$ cat config.mk
export PLATFORM = sky130hd
export DESIGN_NAME = boot_addr_interleave
export DESIGN_NICKNAME = d
export VERILOG_FILES = /design/src/rtl/boot_addr_interleave.sv
export SDC_FILE = /design/constraint.sdc
export NUM_CORES = 1
export LEC_CHECK = 0
export ABC_AREA = 1
export BUFFER_PORTS_ARGS = -buffer_cell sky130_fd_sc_hd__buf_2
export CAP_MARGIN = 20
export CORE_MARGIN = 2
export CORE_UTILIZATION = 45
export CTS_BUF_LIST = sky130_fd_sc_hd__clkbuf_16
export DETAILED_ROUTE_END_ITERATION = 10
export GPL_ROUTABILITY_DRIVEN = 1
export GPL_TIMING_DRIVEN = 1
export PLACE_DENSITY = 0.85
export SETUP_SLACK_MARGIN = 0.3
export SLEW_MARGIN = 20
export SYNTH_ARGS = -nofsm -noshare
export SYNTH_HDL_FRONTEND = slang
export SYNTH_SLANG_ARGS = --single-unit
$ cat constraint.sdc
create_clock -name clk -period 0.8 [get_ports clk]
set_input_delay 0.12 -clock clk [delete_from_list [all_inputs] [get_ports clk]]
set_output_delay 0.12 -clock clk [all_outputs]
set_load 0.05 [all_outputs]
$ cat src/rtl/boot_addr_interleave.sv
module boot_addr_interleave #(
  parameter int ADDR_W   = 16,
  parameter int USER_B   = 996,
  parameter int PAGE_B   = 1056,
  parameter int N_PAGES  = 4
) (
  input  logic              clk,
  input  logic              rst_n,
  input  logic              log_valid,
  input  logic [ADDR_W-1:0] log_addr,
  input  logic              rd_wr,
  input  logic              interleave_en,
  output logic              phys_valid,
  output logic [ADDR_W-1:0] phys_addr,
  output logic              phys_wr,
  output logic              out_of_range
);
  localparam int WIN_B = USER_B * N_PAGES;
  localparam int GAP_B = PAGE_B - USER_B;

  logic [ADDR_W-1:0] skip;
  logic              beyond;

  always_comb begin
    skip = '0;
    for (int p = 1; p < N_PAGES; p++)
      if (32'(log_addr) >= 32'(p * USER_B)) skip = ADDR_W'(p * GAP_B);
  end

  assign beyond = interleave_en && (32'(log_addr) >= 32'(WIN_B));

  always_ff @(posedge clk or negedge rst_n) begin
    if (!rst_n) begin
      phys_valid   <= 1'b0;
      out_of_range <= 1'b0;
      phys_addr    <= '0;
      phys_wr      <= 1'b0;
    end else begin
      phys_valid   <= log_valid && !beyond;
      out_of_range <= log_valid && beyond;
      if (log_valid && !beyond) begin
        phys_addr <= interleave_en ? log_addr + skip : log_addr;
        phys_wr   <= rd_wr;
      end
    end
  end
endmodule


==> results.md <==
* Post-route DRC at 0
* ANT nets after route at 0
* Layout overhead on the synthesized area at 97.7%
* Chip Height at 60.2 µm
* Share of cells above drive strength 1 at 61.7%
* CTS Sinks at 19
* RSZ-0062 raised after global routing: yes
* Total track usage at 35.1%
* Ports at 40
* Port-buffer cells at 39
* DIE AREA at 3620 µm²
* Actual slew at the worst max-slew pin at 0.440 ns
* Maxcap violations at 0
* Drt wl/cell at 19.7 µm
* Final wirelength at 7080 µm
* Ys flop type: dfrtp_1
* WP data required at 0.95 ns
* CTS max path bufs at 2
* Grt total ovfl at 0
* GPL Wtd Cong at 0.909
* CTS H-tree lvls at 1
* Worst skew pair latency at 0.25 ns
* Drt initial violations at 309
* Finished Cell Area at 2810 µm²
* Setup crit end kind: flip-flop
* CTS tree: built
* Setup Viol. Count Final at 38
* Fill cells at 111
* Synth unique cells at 26
* Largest family of logic cells by synthesized area: simple AND/OR/NAND/NOR gates
* CTS Buf Count at 3
* Worst hold path class: in2async
* Synth cell count leaders: 100 x nand2_1, 26 x nand3_1, 23 x inv_1
* Fraction of registers with async set/reset at 100%
* Hold Vio Cnt, Final at 19
* Cells after Synth at 218
* Post-route clock period utilization at 255%
* Synth Area in Adders at 6.70%
* Vias in the first global route at 1975
* Synth Net Count at 246
* Pin count of the biggest net entering global routing at 20
* Clk root buf: clkbuf_16
* Clock transition at the registers of the reported paths at 0.06 ns
* Crit start category: input port
* Vias at 2139
* Largest vdd supply drop at 2.12 mV
* Outcome: finished, violations left
* Initial Util at 46.9%
* Total Power at 4.26 mW
* Routed vias/inst at 5.94
* Detailed Place HPWL at 3210 µm
* Violated checks: hold timing, setup timing
* First-pass GRT wire length at 9150 µm
* Setup CP Type: in2reg
* Multiplexer share of the synthesized area at 0%
* Finished Layout Cells at 360
* Post-synthesis compound-gate area fraction at 4.58%
* Top area cells in the synthesized netlist: dfrtp_1 33%, nand2_1 26%, nand3_1 9.2%, inv_1 6.1%, ha_1 5.3%
* Initial antenna violation count at 0
* Max-slew violations at 0
* Synth Area in Simple Gates at 45.9%
* Power per Cell Area at 1520 nW/µm²
* Cell Area, Placed at 2060 µm²
* Drt first pass iters at 5
* Site Rows at 20
* Util after Layout at 92.7%
* Yosys warnings at 0
* CP arrival at 2.19 ns
* DIE WIDTH at 60.2 µm
* Number of flops mapped to enable cells by yosys at 0
* N_diodes at 0
* Placed Instances at 336
* Cell taking the most area after synthesis: dfrtp_1
* Xor/xnor cell area share of the yosys netlist at 0.617%
* Fmax at 0.490 GHz
* Core ar. at 3030 µm²
* Final worst slack at -1.24 ns
* Worst-path maximum fanout at 4
* Post-synthesis instance area at 1420 µm²
* Post-synth top area share at 33.5%
* #FFs+latches synth at 19
* Leakage power at 1.39 nW
* Most frequent cell after synthesis: nand2_1
* Sequential share of the synthesized area at 33.5%
* Max-slew headroom at 70.4%
* Nets at 345
* Final min period at 2.04 ns
* Final Hold Slack at -0.210 ns
* Post-Syn Area per Cell at 6.51 µm²
* Setup TNS at -20.36 ns
* Final Skew at 0 ns
## power breakdown
| part | internal (mW) | total, mW | switching (mW) |
|---|---|---|---|
| sequential | 1.12 | 1.22 | 0.104 |
| combinational | 0.800 | 2.01 | 1.21 |
| clock | 0.666 | 1.04 | 0.372 |
| total | 2.58 | 4.26 | 1.68 |
## worst max-delay path, stage by stage
cell and delay (ns):
buf_8 0.11, inv_6 0.05, nand3_4 0.07, nor2_4 0.15, nand2_2 0.10, nor2_4 0.15
nand2_2 0.09, inv_2 0.08, nor2_2 0.05, ha_4 0.17, fa_2 0.35, nand3_2 0.10
nand2_4 0.09, nand2_2 0.08, o21ai_2 0.07, nand2_1 0.10, nand2_1 0.08, nand3_1 0.09
nand2_1 0.06
## logic make-up (layout without fill, tap and decap cells)
| kind of cell | Yosys count | count (layout) |
|---|---|---|
| xor+xnor | 1 | 1 |
| compound gates | 12 | 12 |
| buf+inv | 29 | 127 |
| simple gates | 150 | 150 |
| fa+ha+maj | 7 | 7 |
| flops | 19 | 19 |
## state kept, by name, indices dropped and copies added (netlist names)
name and cells:
out_of_range 1, phys_wr 1, phys_valid 1, phys_addr 16
## layout by cell type, fill, tap and decap left out, drive strengths merged
| cell type | count |
|---|---|
| nand4 | 2 |
| buf | 98 |
| fa | 1 |
| o21ai | 5 |
| xnor2 | 1 |
| nand2 | 104 |
| nor4 | 2 |
| a21oi | 5 |
| inv | 26 |
| nor3 | 3 |
| o22ai | 1 |
| o311ai | 1 |
| clkbuf | 3 |
| nor2 | 12 |
| dfrtp | 19 |
| ha | 6 |
| nand3 | 27 |
## area by class of cell
type	count	area [µm²]	area share [%]
clock buffer	3	75.1	2.67
clock inverter	1	3.75	0.134
inverter	25	131	4.68
multi-input combinational	170	1170	41.8
sequential	19	498	17.7
tap	44	55.1	1.96
timing repair buffer	98	870	31.0
## per-stage QoR
step / hold WS (ns) / worst slack (ns)
2_1_floorplan: -0.176 / -1.16
3_3_place_gp: 0.0712 / -1.44
3_5_place_dp: 0.0703 / -1.51
4_1_cts: -0.197 / -1.01
5_1_grt: -0.170 / -1.29
6_report: -0.210 / -1.24
## final timing paths
kind	startpoint	end	slack (ns)	cells after the start
worst min-delay path	rst_n	phys_addr[10]	-0.21	1
worst max register to register	phys_addr[12]	phys_addr[12]	0.01	3
max in group asynchronous	rst_n	phys_addr[6]	0.68	1
min in group clk	log_addr[1]	phys_addr[1]	0.06	3
worst max-delay path	log_addr[14]	phys_addr[14]	-1.24	19
worst min register to register	phys_wr	phys_wr	0.50	2
## layer usage
layer / GRT usage [%] / up-vias / share of wire, %
met3: 10.2 / 73 / 10
met5: 0 / - / 0
met1: 38.6 / 978 / 33
li1: - / 885 / -
met2: 58.7 / 203 / 49
met4: 22.2 / 0 / 8.2
## repair_timing
item	CTS	global route
gates resized for setup	107	31
setup buffers	16	4
hold endpoints to repair	19	19
endpoints found under the setup margin	38	38
pin swaps	35	15
Note: power is estimated with default switching activity, not from simulation.
